## config.mk

```make
export PLATFORM = sky130hd
export DESIGN_NAME = dual_dac_ctrl
export DESIGN_NICKNAME = d
export VERILOG_FILES = /design/src/rtl/dacctl_pkg.sv /design/src/rtl/dacctl_cond.sv /design/src/rtl/dacctl_link.sv /design/src/rtl/dacctl_regs.sv /design/src/rtl/dual_dac_ctrl.sv
export SDC_FILE = /design/constraint.sdc
export NUM_CORES = 1
export LEC_CHECK = 0
export CAP_MARGIN = 5
export CORE_MARGIN = 10
export CORE_UTILIZATION = 40
export CTS_CLUSTER_DIAMETER = 40
export CTS_CLUSTER_SIZE = 8
export DETAILED_ROUTE_END_ITERATION = 12
export PLACE_DENSITY = 0.65
export REMOVE_ABC_BUFFERS = 1
export SLEW_MARGIN = 10
export SYNTH_ARGS = -nofsm -noshare
export SYNTH_HDL_FRONTEND = slang
export SYNTH_SLANG_ARGS = --single-unit
```

## constraint.sdc

```tcl
create_clock -name clk -period 4.6 [get_ports clk]
set_input_delay 0.46 -clock clk [delete_from_list [all_inputs] [get_ports clk]]
set_output_delay 0.46 -clock clk [all_outputs]
set_load 0.02 [all_outputs]
```

## src/rtl/dacctl_pkg.sv

```systemverilog
// Package: shared encodings for the dual DAC register controller.
// Assumes a 10-bit code split as two command bits plus one data byte.
package dacctl_pkg;
    localparam int DAC_W = 10;
    localparam int CFG_W = 8;

    typedef enum logic [3:0] {
        OP_WR_WORK = 4'h1,
        OP_WR_NV   = 4'h2,
        OP_WR_BOTH = 4'h3,
        OP_ZERO    = 4'h4,
        OP_FULL    = 4'h5,
        OP_MID     = 4'h6,
        OP_RECALL  = 4'h7,
        OP_PWDN    = 4'h8,
        OP_WR_CFG  = 4'h9,
        OP_SEL_RD  = 4'hA
    } op_e;

    typedef enum logic [2:0] {LS_IDLE, LS_ADDR, LS_CMD, LS_DATA, LS_READ} link_st_e;

    typedef struct packed {
        logic [3:0] dev_id;
        logic [1:0] pin_func;
        logic       por_nv_b;
        logic       por_nv_a;
    } cfg_t;
endpackage

```

## src/rtl/dacctl_cond.sv

```systemverilog
// Bus conditioner: synchronises SCL/SDA to clk and flags edges plus
// start/stop conditions. Assumes bus levels hold for several clk cycles.
module dacctl_cond #(
    parameter int SYNC_STAGES = 2
) (
    input  logic clk,
    input  logic rst_n,
    input  logic scl_i,
    input  logic sda_i,
    output logic scl_rise,
    output logic scl_fall,
    output logic sda_s,
    output logic start_p,
    output logic stop_p
);
    logic [SYNC_STAGES-1:0] scl_sh, sda_sh;
    logic scl_d, sda_d;
    logic scl_s;

    // Synchroniser chains and one delayed copy for edge detection.
    always_ff @(posedge clk) begin
        if (!rst_n) begin
            scl_sh <= '1;
            sda_sh <= '1;
            scl_d  <= 1'b1;
            sda_d  <= 1'b1;
        end else begin
            scl_sh <= {scl_sh[SYNC_STAGES-2:0], scl_i};
            sda_sh <= {sda_sh[SYNC_STAGES-2:0], sda_i};
            scl_d  <= scl_s;
            sda_d  <= sda_s;
        end
    end

    assign scl_s    = scl_sh[SYNC_STAGES-1];
    assign sda_s    = sda_sh[SYNC_STAGES-1];
    assign scl_rise = scl_s & ~scl_d;
    assign scl_fall = ~scl_s & scl_d;
    assign start_p  = scl_s & scl_d & sda_d & ~sda_s;
    assign stop_p   = scl_s & scl_d & ~sda_d & sda_s;
endmodule

```

## src/rtl/dacctl_link.sv

```systemverilog
// Link engine: bit/byte framing, address match, acknowledge and read
// shifting. Emits one-cycle pulses for a valid command byte and a data
// byte. Assumes SCL edges arrive as clean single-cycle pulses.
module dacctl_link
    import dacctl_pkg::*;
(
    input  logic             clk,
    input  logic             rst_n,
    input  logic             scl_rise,
    input  logic             scl_fall,
    input  logic             sda_s,
    input  logic             start_p,
    input  logic             stop_p,
    input  logic [3:0]       dev_id,
    input  logic [2:0]       strap,
    input  logic [DAC_W-1:0] rd_word,
    output logic             sda_oe,
    output logic             cmd_p,
    output logic             data_p,
    output logic [7:0]       rx_byte
);
    localparam int HI_PAD = 16 - DAC_W;

    link_st_e   st_q;
    logic [6:0] sh_q, tx_q;
    logic [3:0] bit_q;
    logic       in_ack_q, ack_q, done_q, mack_q, hi_q;

    wire       last_bit = scl_rise && !in_ack_q && bit_q == 4'd7;
    wire       addr_hit = rx_byte[7:1] == {dev_id, strap};
    wire [3:0] opc      = rx_byte[7:4];
    wire       op_ok    = opc >= 4'h1 && opc <= 4'hA;
    wire       op_long  = opc inside {OP_WR_WORK, OP_WR_NV, OP_WR_BOTH, OP_WR_CFG};
    wire [7:0] tx_next  = hi_q ? {{HI_PAD{1'b0}}, rd_word[DAC_W-1:8]} : rd_word[7:0];

    assign rx_byte = {sh_q, sda_s};
    assign cmd_p   = last_bit && st_q == LS_CMD && op_ok;
    assign data_p  = last_bit && st_q == LS_DATA;

    // Protocol state, bit counting, acknowledge and read-bit driving.
    always_ff @(posedge clk) begin
        if (!rst_n) begin
            st_q <= LS_IDLE; sh_q <= '0; tx_q <= '0; bit_q <= '0;
            in_ack_q <= 1'b0; ack_q <= 1'b0; done_q <= 1'b0;
            mack_q <= 1'b0; hi_q <= 1'b1; sda_oe <= 1'b0;
        end else if (start_p) begin
            st_q <= LS_ADDR; bit_q <= '0; in_ack_q <= 1'b0;
            done_q <= 1'b0; hi_q <= 1'b1; sda_oe <= 1'b0;
        end else if (stop_p) begin
            st_q <= LS_IDLE; in_ack_q <= 1'b0; done_q <= 1'b0; sda_oe <= 1'b0;
        end else begin
            if (scl_rise) begin
                if (in_ack_q) begin
                    mack_q <= !sda_s;
                end else if (st_q != LS_IDLE) begin
                    sh_q  <= rx_byte[6:0];
                    bit_q <= bit_q + 4'd1;
                    if (bit_q == 4'd7) begin
                        done_q <= 1'b1;
                        case (st_q)
                            LS_ADDR: begin
                                ack_q <= addr_hit;
                                st_q  <= !addr_hit ? LS_IDLE : (rx_byte[0] ? LS_READ : LS_CMD);
                            end
                            LS_CMD: begin
                                ack_q <= op_ok;
                                st_q  <= (op_ok && op_long) ? LS_DATA : LS_IDLE;
                            end
                            LS_DATA: begin
                                ack_q <= 1'b1;
                                st_q  <= LS_IDLE;
                            end
                            default: ack_q <= 1'b0;
                        endcase
                    end
                end
            end
            if (scl_fall) begin
                if (done_q) begin
                    done_q   <= 1'b0;
                    in_ack_q <= 1'b1;
                    sda_oe   <= ack_q;
                end else if (in_ack_q) begin
                    in_ack_q <= 1'b0;
                    bit_q    <= '0;
                    if (st_q == LS_READ && mack_q) begin
                        tx_q   <= tx_next[6:0];
                        sda_oe <= !tx_next[7];
                        hi_q   <= !hi_q;
                    end else begin
                        sda_oe <= 1'b0;
                        if (st_q == LS_READ) st_q <= LS_IDLE;
                    end
                end else if (st_q == LS_READ && bit_q != 4'd0) begin
                    sda_oe <= !tx_q[6];
                    tx_q   <= {tx_q[5:0], 1'b0};
                end
            end
        end
    end
endmodule

```

## src/rtl/dacctl_regs.sv

```systemverilog
// Register bank: working codes, shadows, power-down flags and configuration.
// Shadow and configuration writes stay pending until a stop and are
// dropped on a start. Assumes cmd_p/data_p are single-cycle pulses.
module dacctl_regs
    import dacctl_pkg::*;
#(
    parameter logic [DAC_W-1:0] NV_INIT_A = '0,
    parameter logic [DAC_W-1:0] NV_INIT_B = '0,
    parameter logic [CFG_W-1:0] CFG_INIT  = 8'h50
) (
    input  logic             clk,
    input  logic             rst_n,
    input  logic             cmd_p,
    input  logic             data_p,
    input  logic [7:0]       rx_byte,
    input  logic             start_p,
    input  logic             stop_p,
    output logic [DAC_W-1:0] code_a,
    output logic [DAC_W-1:0] code_b,
    output logic [1:0]       pd,
    output logic [DAC_W-1:0] rd_word,
    output cfg_t             cfg
);
    localparam cfg_t             CI   = cfg_t'(CFG_INIT);
    localparam logic [DAC_W-1:0] MIDV = 1 << (DAC_W - 1);

    logic [7:0]       cmd_q;
    logic [1:0]       pend_q;
    logic [DAC_W-1:0] pend_val_q;
    logic             cfg_pend_q, sel_q;
    cfg_t             cfg_val_q;

    wire op_e         cmd_op   = op_e'(rx_byte[7:4]);
    wire op_e         dat_op   = op_e'(cmd_q[7:4]);
    wire [1:0]        cmd_mask = rx_byte[3:2];
    wire [1:0]        dat_mask = cmd_q[3:2];
    wire [DAC_W-1:0]  dat_val  = {cmd_q[1:0], rx_byte};
    wire              wr_work  = data_p && (dat_op == OP_WR_WORK || dat_op == OP_WR_BOTH);

    // Per-channel working code, shadow and power-down flag.
    for (genvar ch = 0; ch < 2; ch++) begin : g_ch
        localparam logic [DAC_W-1:0] NVI = ch ? NV_INIT_B : NV_INIT_A;
        localparam logic             PON = ch ? CI.por_nv_b : CI.por_nv_a;
        logic [DAC_W-1:0] work, nv;
        logic             pdf;

        // Execute commands addressed to this channel; commit shadow on stop.
        always_ff @(posedge clk) begin
            if (!rst_n) begin
                work <= PON ? NVI : MIDV;
                nv   <= NVI;
                pdf  <= 1'b0;
            end else begin
                if (cmd_p && cmd_mask[ch]) begin
                    case (cmd_op)
                        OP_ZERO:   begin work <= '0;   pdf <= 1'b0; end
                        OP_FULL:   begin work <= '1;   pdf <= 1'b0; end
                        OP_MID:    begin work <= MIDV; pdf <= 1'b0; end
                        OP_RECALL: begin work <= nv;   pdf <= 1'b0; end
                        OP_PWDN:   pdf <= 1'b1;
                        default:   ;
                    endcase
                end
                if (wr_work && dat_mask[ch]) begin
                    work <= dat_val;
                    pdf  <= 1'b0;
                end
                if (stop_p && pend_q[ch]) nv <= pend_val_q;
            end
        end
    end

    // Latch the command, track read selection, hold and commit pending writes.
    always_ff @(posedge clk) begin
        if (!rst_n) begin
            cmd_q <= '0; pend_q <= '0; pend_val_q <= '0;
            cfg_pend_q <= 1'b0; cfg_val_q <= CI; cfg <= CI; sel_q <= 1'b0;
        end else if (start_p) begin
            pend_q <= '0; cfg_pend_q <= 1'b0;
        end else if (stop_p) begin
            if (cfg_pend_q) cfg <= cfg_val_q;
            pend_q <= '0; cfg_pend_q <= 1'b0;
        end else begin
            if (cmd_p) begin
                cmd_q <= rx_byte;
                if (cmd_mask != 2'b00) sel_q <= (cmd_mask == 2'b10);
            end
            if (data_p && (dat_op == OP_WR_NV || dat_op == OP_WR_BOTH)) begin
                pend_q     <= pend_q | dat_mask;
                pend_val_q <= dat_val;
            end
            if (data_p && dat_op == OP_WR_CFG) begin
                cfg_pend_q <= 1'b1;
                cfg_val_q  <= cfg_t'(rx_byte);
            end
        end
    end

    assign code_a  = g_ch[0].work;
    assign code_b  = g_ch[1].work;
    assign pd      = {g_ch[1].pdf, g_ch[0].pdf};
    assign rd_word = sel_q ? g_ch[1].work : g_ch[0].work;
endmodule

```

## src/rtl/dual_dac_ctrl.sv

```systemverilog
// Top: two-wire slave controlling a dual 10-bit DAC register set.
// Assumes clk is several times faster than SCL; SDA is open-drain.
module dual_dac_ctrl
    import dacctl_pkg::*;
#(
    parameter int               SYNC_STAGES = 2,
    parameter logic [DAC_W-1:0] NV_INIT_A   = 10'h000,
    parameter logic [DAC_W-1:0] NV_INIT_B   = 10'h000,
    parameter logic [CFG_W-1:0] CFG_INIT    = 8'h50
) (
    input  logic             clk,
    input  logic             rst_n,
    input  logic             scl_i,
    input  logic             sda_i,
    output logic             sda_oe_o,
    input  logic [2:0]       strap_i,
    output logic [DAC_W-1:0] code_a_o,
    output logic [DAC_W-1:0] code_b_o,
    output logic             pd_a_o,
    output logic             pd_b_o,
    output logic [1:0]       pin_func_o
);
    logic scl_rise, scl_fall, sda_s, start_p, stop_p, cmd_p, data_p;
    logic [7:0]       rx_byte;
    logic [DAC_W-1:0] rd_word;
    logic [1:0]       pd;
    cfg_t             cfg;

    dacctl_cond #(.SYNC_STAGES(SYNC_STAGES)) u_cond (
        .clk(clk), .rst_n(rst_n), .scl_i(scl_i), .sda_i(sda_i),
        .scl_rise(scl_rise), .scl_fall(scl_fall), .sda_s(sda_s),
        .start_p(start_p), .stop_p(stop_p)
    );

    dacctl_link u_link (
        .clk(clk), .rst_n(rst_n), .scl_rise(scl_rise), .scl_fall(scl_fall),
        .sda_s(sda_s), .start_p(start_p), .stop_p(stop_p),
        .dev_id(cfg.dev_id), .strap(strap_i), .rd_word(rd_word),
        .sda_oe(sda_oe_o), .cmd_p(cmd_p), .data_p(data_p), .rx_byte(rx_byte)
    );

    dacctl_regs #(.NV_INIT_A(NV_INIT_A), .NV_INIT_B(NV_INIT_B), .CFG_INIT(CFG_INIT)) u_regs (
        .clk(clk), .rst_n(rst_n), .cmd_p(cmd_p), .data_p(data_p), .rx_byte(rx_byte),
        .start_p(start_p), .stop_p(stop_p), .code_a(code_a_o), .code_b(code_b_o),
        .pd(pd), .rd_word(rd_word), .cfg(cfg)
    );

    assign pd_a_o     = pd[0];
    assign pd_b_o     = pd[1];
    assign pin_func_o = cfg.pin_func;
endmodule

```

# --- Word level (Yosys, flattened, before mapping) ---
# Cells that the tools add are included.
# Widths: inputs -> output; s select.
classes:
  bitwise: 17
  addsub: 1
  order_cmp: 2
  muxes: 45
  reduce_logical: 56
  n_eq_ne: 21
ops:
  columns: ["op", "count"]
  rows:
  - ["$pmux 10 s4", 2]
  - ["$mux 10", 5]
  - ["$mux 3", 11]
  - ["$mux 4", 6]
  - ["$mux 7", 3]
  - ["$eq 4x3->1 const B", 5]
  - ["$logic_and 1x1->1", 18]
  - ["$eq 4x2->1 const B", 4]
  - ["$mux 1", 13]
  - ["$eq 4x4->1 const B", 3]
  - ["$reduce_and 3->1", 4]
  - ["$reduce_and 6->1", 2]
  - ["$reduce_and 2->1", 5]
  - ["$reduce_and 5->1", 2]
  - ["$reduce_bool 2->1", 5]
  - ["$reduce_bool 5->1", 2]
  - ["$not 1->1", 9]
  - ["$pmux 3 s3", 1]
  - ["$eq 4x1->1 const B", 2]
  - ["$mux 8", 1]
  - ["$reduce_and 4->1", 2]
  - ["$reduce_bool 4->1", 2]
  - ["$and 1x1->1", 7]
  - ["$eq 7x7->1", 1]
  - ["18 further kinds", 27]
word_totals:
  regBits: 109
  wordCells: 172
  inputBits: 7
  out_inout_bits: 25

# --- Longest topological paths before layout ---
# Gate-level depths: netlist of the first run.
depth:
  ltp_word: 16
  ltp_mapped: 7
  ltp_nobuf: 6

# --- Modules after synthesis ---
# Synthesis of the first run repeated with hierarchy kept, for this count alone.
unflattened:
  hier_cells: 575
  area_unflattened_um2: 5262.5
modules_own_cells:
  columns: ["module", "cells_each", "seq_area_each_um2", "n_inst", "area_per_inst_um2"]
  rows:
  - ["dacctl_regs", 383, 1601.5, 1, 3530.9]
  - ["dacctl_link", 176, 540.5, 1, 1541.5]
  - ["dacctl_cond", 16, 120.1, 1, 190.2]

# --- Least setup slack after synthesis of the first run ---
# Ideal clock, no wire load.
synth_path:
  path_type: "reg2reg"
  start: "register u_cond.scl_d"
  end: "register u_regs.sel_q"
  required_time_ns: 4.484
  path_slack_ns: 2.457
  synth_period_minus_slack_ns: 2.143
  stages_incl_launch_ff: 8
  setup_ns: 0.116
  arrival_time_ns: 2.026
  path_buffers: 3
  cell_sequence: "dfxtp_1 buf_6 or4b_4 buf_6 or2_0 buf_2 or4b_1 o211a_1"
synth_via:
  elab_chain_len: 7
  elab_cells_between_ends: 14
  cone_classes: "bitwise (9); reduce/logical (5)"
synth_lines:
  columns: ["item", "line_no", "rtl"]
  rows:
  - ["from (decl)", "dacctl_cond.sv:17", "logic scl_d, sda_d;"]
  - ["from (signal assigned)", "dacctl_cond.sv:30", "scl_d <= scl_s;"]
  - ["$not 1->1", "dacctl_cond.sv:37", "assign scl_rise = scl_s & ~scl_d;"]
  - ["$and 1x1->1", "dacctl_cond.sv:37", null]
  - ["$logic_and 1x1->1 (2 in series)", "dacctl_link.sv:29", "wire last_bit = scl_rise && !in_ack_q && bit_q == 4'd7;"]
  - ["$logic_and 1x1->1 (2 in series)", "dacctl_link.sv:37", "assign cmd_p = last_bit && st_q == LS_CMD && op_ok;"]
  - ["$reduce_and 4->1 (no source line) *", null, null]
  - ["to (signal assigned)", "dacctl_regs.sv:86", "if (cmd_mask != 2'b00) sel_q <= (cmd_mask == 2'b10);"]
  - ["to (decl)", "dacctl_regs.sv:30", "logic cfg_pend_q, sel_q;"]
# Mark *: on every way between the ends. The rest lies on a longest branch, timed or not.
# A chain may end at the register's enable or synchronous reset.

# --- Final worst setup path of the first run ---
layout_path:
  start: "register u_link.st_q[2]"
  end: "register u_link.tx_q[4]"
layout_via:
  elab_chain_len: 4
  elab_cells_between_ends: 6
  cone_classes: "eq/ne (2); reduce/logical (4)"
layout_lines:
  columns: ["item", "line_no", "rtl"]
  rows:
  - ["from (decl)", "dacctl_link.sv:24", "link_st_e st_q;"]
  - ["from (signal assigned)", "dacctl_link.sv:63", "st_q <= !addr_hit ? LS_IDLE : (rx_byte[0] ? LS_READ : LS_CMD);"]
  - ["from (signal assigned)", "dacctl_link.sv:67", "st_q <= (op_ok && op_long) ? LS_DATA : LS_IDLE;"]
  - ["$eq 3x3->1 *", "dacctl_link.sv:86, dacctl_link.sv:94", null]
  - ["$logic_and 1x1->1 (on tied branches)", "dacctl_link.sv:86, dacctl_link.sv:94", null]
  - ["$ne 2x2->1 (no source line) / $reduce_bool 2->1 (equally long branches)", null, null]
  - ["$reduce_and 6->1 (no source line) *", null, null]
  - ["to (signal assigned)", "dacctl_link.sv:87", "tx_q <= tx_next[6:0];"]
  - ["to (signal assigned)", "dacctl_link.sv:96", "tx_q <= {tx_q[5:0], 1'b0};"]
  - ["to (decl)", "dacctl_link.sv:25", "logic [6:0] sh_q, tx_q;"]
# Marked as above.

==> flow_summary.json, run 1 <==
{
  "cts_hold_buf": 0,
  "clkPwrFrac": 0.443,
  "grt_use_met2": 0.229,
  "slew_headroom": 0.322,
  "fin_cells": 720,
  "fp-row-count": 40,
  "hold_slack_ps": 407,
  "worst-path-buf-inv": 0,
  "wl_per_cell_um": 18.0,
  "die_area_um2": 17100,
  "die_w_um": 131,
  "finalSetupViolCount": 0,
  "slew_viol_final": 0,
  "gr-usage-met1": 0.215,
  "final_core_util": 0.459,
  "syn2layout_area_growth_pct": 12.1,
  "fin_skew_ps": 12.5,
  "synth_edf_count": 0,
  "grt_pass1_vias": 3757,
  "synthCells": 573,
  "yosysWarnings": 0,
  "drv_cap": 0,
  "grt_pass1_wl_um": 20800,
  "antenna_cells": 0,
  "ant_nets": 0,
  "synthFlopType": "dfxtp_1",
  "synth_common_cells": "dfxtp_1 (109), nand2_1 (76), a21oi_1 (69)",
  "root_buffer": "clkbuf_16",
  "hold_violations": 0,
  "netlist_area_um2": 4920,
  "cp-end-kind": "flop",
  "p_seq_frac": 0.532,
  "p_per_area_nw_per_um2": 324,
  "die_h_um": 131,
  "cts_repair_resize_count": 0,
  "grt_max_degree": 56,
  "gp_congestion": 0.850,
  "drtPass1Iterations": 5,
  "postCtsSetupBuffers": 0,
  "path_clk_slew_ps": 80,
  "drive_above_1_share": 0.0611,
  "antenna_found_initial": 0,
  "cts_buffer_depth": 2,
  "cp_max_fo": 13,
  "crit_type": "flop to flop",
  "grt-busiest-layer": "met2",
  "cp_cell_sequence": "or3b_2, nor4_2, o311ai_0, o211a_1",
  "viasPerCell": 5.83,
  "track_usage": 0.153,
  "power_switching_mw": 0.417,
  "period_share": 0.581,
  "synth_area_leaders": "dfxtp_1 (44%), a21oi_1 (7.0%), mux2i_1 (6.9%), nand2_1 (5.8%), o21ai_0 (3.5%)",
  "synth_area_per_cell_um2": 8.58,
  "peakVddDrop_uv": 164,
  "synth_top_area_cell": "dfxtp_1",
  "cpLargestDelayFamily": "simple AND/OR/NAND/NOR gates",
  "tightest_slew_ps": 1010,
  "final_area_um2": 5510,
  "max_stage_delay_ps": 890,
  "yosysSeqAreaShare": 0.444,
  "startpoint_type": "flop",
  "synth_cell_types": 60,
  "coreArea_um2": 12000,
  "hold_path_class": "flop to flop",
  "io_pins": 32,
  "async_flop_share": 0,
  "fmax_mhz": 374,
  "cts_tree": "built",
  "cts_inserted_buffers": 9,
  "initial_core_util": 0.409,
  "rsz0062_at_grt": "no",
  "clkLatencyLatePin_ps": 360,
  "intPower_mw": 1.37,
  "route.detailed.drc": 0,
  "p_leak_nw": 1.81,
  "h-tree-depth": 3,
  "dp.cells": 704,
  "fill_cells": 1130,
  "met3_usage": 0.0149,
  "switching_share": 0.233,
  "routed_wl_um": 13000,
  "finalCriticalPeriod_ps": 2670,
  "ys_seq_elements": 109,
  "crit_arrival_ps": 2930,
  "critPathRequiredTime_ps": 4860,
  "netlist.area_leader.share": 0.444,
  "clock_sinks": 109,
  "synth.most_common_cell": "dfxtp_1",
  "dpl.hpwl_um": 8710,
  "dr_total_vias": 4194,
  "cp_slowest_cell": "nor4_2",
  "drt_iter0_drc": 368,
  "fin_setup_tns_ps": 0,
  "status": "finished, final reports clean",
  "dpl_cell_area_um2": 5210,
  "comb_power_share": 0.024,
  "io_buffer_count": 31,
  "overflow": 0,
  "fin_nets": 577
}
## worst paths after layout
path,start,to,slack [ps],cells after the start
worst min register to register,u_cond.sda_sh[0],u_cond.sda_sh[1],410,1
worst max-delay path,u_link.st_q[2],u_link.tx_q[4],1930,4
worst min-delay path,u_cond.sda_sh[0],u_cond.sda_sh[1],410,1
worst max register to register,u_link.st_q[2],u_link.tx_q[4],1930,4
## power groups by stage
stage	clock (mW)	combinational [mW]	sequential (mW)
floorplan	0	0.0225	0.971
global placement	0	0.0427	0.973
detailed placement	0	0.0433	0.973
CTS	0.804	0.0435	0.951
global route	0.836	0.0478	0.952
finish	0.791	0.0434	0.951
## cells by family (layout without fill, tap and decap cells)
kind of cell | Yosys count | after routing | share of synthesized area
compound gates | 141 | 141 | 0.170
xor+xnor | 12 | 12 | 0.0214
fa+ha+maj | 2 | 2 | 0.00509
buf+inv | 61 | 61 | 0.0532
flops | 109 | 109 | 0.444
mux | 36 | 36 | 0.0784
simple gates | 212 | 212 | 0.228
## state kept, by name, indices dropped and copies added (netlist names), 2 cells and up
signal	count
u_regs.code_b	10
u_cond.scl_sh	2
u_regs.g_ch.nv	20
u_regs.pend_val_q	10
u_link.tx_q	7
u_regs.g_ch.pdf	2
u_regs.code_a	10
u_regs.pend_q	2
u_link.st_q	3
u_regs.cfg_val_q	6
u_link.sh_q	7
u_cond.sda_sh	2
u_regs.cfg	6
u_link.bit_q	4
u_regs.cmd_q	8
## cell type report
cell class / count / area, um2 / share of cell area
multi-input cells: 403 / 2470 / 0.449
clock buffers: 11 / 253 / 0.0459
well taps: 147 / 184 / 0.0334
inverters: 11 / 41.3 / 0.00749
repair buffers: 34 / 328 / 0.0595
flip-flops and latches: 109 / 2180 / 0.396
clock inverters: 5 / 48.8 / 0.00886
## through the flow
step / power, mW / setup WS (ps)
final: 1.79 / 1930
after global routing: 1.84 / 1650
after CTS: 1.80 / 1950
after detailed placement: 1.02 / 1970
after global placement: 1.02 / 2140
after floorplan: 0.993 / 2090
## metal layers
layer | up-vias | part of all wire | wire [um]
met3 | 25 | 0.039 | 508
met1 | 2013 | 0.48 | 6190
li1 | 2024 | - | -
met2 | 132 | 0.46 | 5920
met4 | 0 | 0.028 | 361
met5 | - | 0 | 0
## layout by cell type (no fill, tap or decap), types with 3 or more instances in the layout
master	n
dfxtp_1	109
nand2_1	76
a21oi_1	69
nor2_1	37
o21ai_0	34
mux2i_1	34
nand3_1	32
clkdlybuf4s50_1	30
xnor2_1	11
nand2b_1	11
inv_1	10
clkbuf_16	9
nor3_1	7
nand4_1	6
o211a_1	5
o311ai_0	5
nand3b_1	4
a31oi_1	4
nor3b_1	4
or3b_2	3
or3_1	3
nor4_1	3
nor4bb_1	3
nor4_4	3
nor2b_1	3
a211oi_1	3
o21a_1	3
buf_4	3
## worst register-to-register path, delay by kind of cell, from the launching register on
family	cells	cell delay, ps
simple gates	2	1460
compound gates	2	580
flops	1	530
Note: power is estimated with default switching activity, not from simulation.
==> run 2: changes to the inputs <==
- clock period: 4.6 -> 2.7 ns (I/O delays scaled with it)
==> run 2 against run 1 <==
  * Critical path depth unchanged
  * Final cell count increased by 1.9%
  * Register-to-register slack got worse by 1500 ps
  * Largest power group unchanged
  * Non-clock buffer count increased by 14
  * Critical endpoint is now u_regs.sel_q
  * Via count increased by 0.24%
  * Sequential share of layout area decreased by 0.74 points
  * Power increased by 69%
  * Wire length increased by 0.13%
  * Clock power increased by 67%
==> flow_summary.json, run 2 (synthesis gave the netlist of run 1 again) <==
{
  "cts_inserted_buffers": 9,
  "h-tree-depth": 3,
  "crit_arrival_ps": 2600,
  "r2r_start": "u_cond.scl_sh[1]",
  "postCtsSetupBuffers": 0,
  "preCtsSetupSlack_ps": 430,
  "viasPerCell": 5.73,
  "antenna_found_initial": 0,
  "gp_congestion": 0.866,
  "drv_cap": 0,
  "root_buffer": "clkbuf_16",
  "initial_core_util": 0.409,
  "period_share": 0.852,
  "fin_setup_tns_ps": 0,
  "layout_commonest_cell": "dfxtp_1",
  "cpLargestDelayFamily": "simple AND/OR/NAND/NOR gates",
  "overflow": 0,
  "cp_max_fo": 11,
  "drtPass1Iterations": 6,
  "p_leak_nw": 1.88,
  "cp_cell_sequence": "or4b_4, or2_0, nor4b_1, o211a_1",
  "route.detailed.drc": 0,
  "switching_share": 0.240,
  "critPathRequiredTime_ps": 3000,
  "p_per_area_nw_per_um2": 538,
  "status": "finished, final reports clean",
  "fin_skew_ps": 13.8,
  "largest_register": "u_regs.g_ch.nv",
  "intPower_mw": 2.30,
  "io_pins": 32,
  "die_w_um": 131,
  "slew_viol_final": 0,
  "largest_register_ffs": 20,
  "comb_power_share": 0.028,
  "grt_max_degree": 46,
  "cp-end-kind": "flop",
  "io_buffer_count": 31,
  "dpl.hpwl_um": 9270,
  "rsz0062_at_grt": "no",
  "path_clk_slew_ps": 80,
  "fp-row-count": 40,
  "coreArea_um2": 12000,
  "drive_above_1_share": 0.0835,
  "slew_headroom": 0.558,
  "power_mw": 3.02,
  "die_h_um": 131,
  "cts_tree": "built",
  "wl_met2_um": 6070,
  "route.met3.wl_um": 559,
  "fin_nets": 591,
  "hp-start": "rst_n",
  "wl_per_cell_um": 17.7,
  "max_stage_delay_ps": 620,
  "syn2layout_area_growth_pct": 14.2,
  "tightest_slew_ps": 662,
  "routed_wl_um": 13000,
  "clkPwrFrac": 0.438,
  "p_seq_frac": 0.534,
  "grt_pass1_vias": 3929,
  "met1_length_um": 6170,
  "hold_path_class": "input port to flop",
  "finalSetupViolCount": 0,
  "power_switching_mw": 0.725,
  "dr_total_vias": 4204,
  "layout_common_cells": "dfxtp_1 (109), nand2_1 (76), a21oi_1 (69)",
  "cts_hold_buf": 0,
  "clkLatencyLatePin_ps": 360,
  "finalCriticalPeriod_ps": 2300,
  "track_usage": 0.154,
  "peakVddDrop_uv": 348,
  "ant_nets": 0,
  "setup_ws_ps": 399,
  "die_area_um2": 17100,
  "cts_repair_resize_count": 0,
  "drt_iter0_drc": 422,
  "cts_buffer_depth": 2,
  "ff2ff_setup_slack_ps": 400,
  "fmax_mhz": 435,
  "startpoint_type": "flop",
  "antenna_cells": 0,
  "worst-path-buf-inv": 0,
  "crit_type": "flop to flop",
  "cp_slowest_cell": "or4b_4",
  "clock_sinks": 109,
  "top_layer_used": "met4",
  "critPathLaunch": "u_cond.scl_sh[1]",
  "hold_violations": 0,
  "grt_pass1_wl_um": 21000
}
-- run 2: final timing paths --
check / to / cells past startpoint
worst max-delay path: u_regs.sel_q / 4
worst min-delay path: u_cond.scl_d / 2
worst max register to register: u_regs.sel_q / 4
worst min register to register: u_cond.sda_sh[1] / 1
-- run 2: layout make-up --
cell class / instances / area [um2]
clock buffers: 9 / 225
inverters: 11 / 41.3
repair buffers: 48 / 433
flip-flops and latches: 109 / 2180
fillers: 1168 / 6400
multi-input cells: 403 / 2470
clock inverters: 7 / 76.3
well taps: 147 / 184
-- run 2: power groups by stage --
stage               Sequential [mW]  Clock [mW]  Combinational [mW]
finish                         1.61        1.32              0.0842
global route                   1.62        1.41              0.0923
CTS                            1.61        1.34              0.0835
detailed placement             1.65           0              0.0835
global placement               1.65           0              0.0832
floorplan                      1.65           0              0.0383
-- run 2: worst reg2reg max path: cells and delay by family (launching register included) --
kind	cells	cell delay [ps]
flip-flops	1	490
AO/OA/AOI/OAI	1	200
AND/OR/NAND/NOR	3	1560
-- run 2: stage by stage --
step | instance area (um2) | hold WS [ps] | std cells | utilization
floorplan | 4700 | 332 | 523 | -
global placement | 5310 | 394 | 718 | 0.442
detailed placement | 5310 | 397 | 718 | 0.442
CTS | 5610 | 248 | 734 | 0.467
global route | 5610 | 256 | 734 | 0.467
finish | 5610 | 255 | 734 | 0.467
-- run 2: metal layers --
| layer | vias up | global-route usage |
|---|---|---|
| met1 | 2028 | 0.206 |
| met2 | 112 | 0.243 |
| li1 | 2048 | - |
| met3 | 16 | 0.0274 |
| met4 | 0 | 0.0549 |
| met5 | - | 0 |
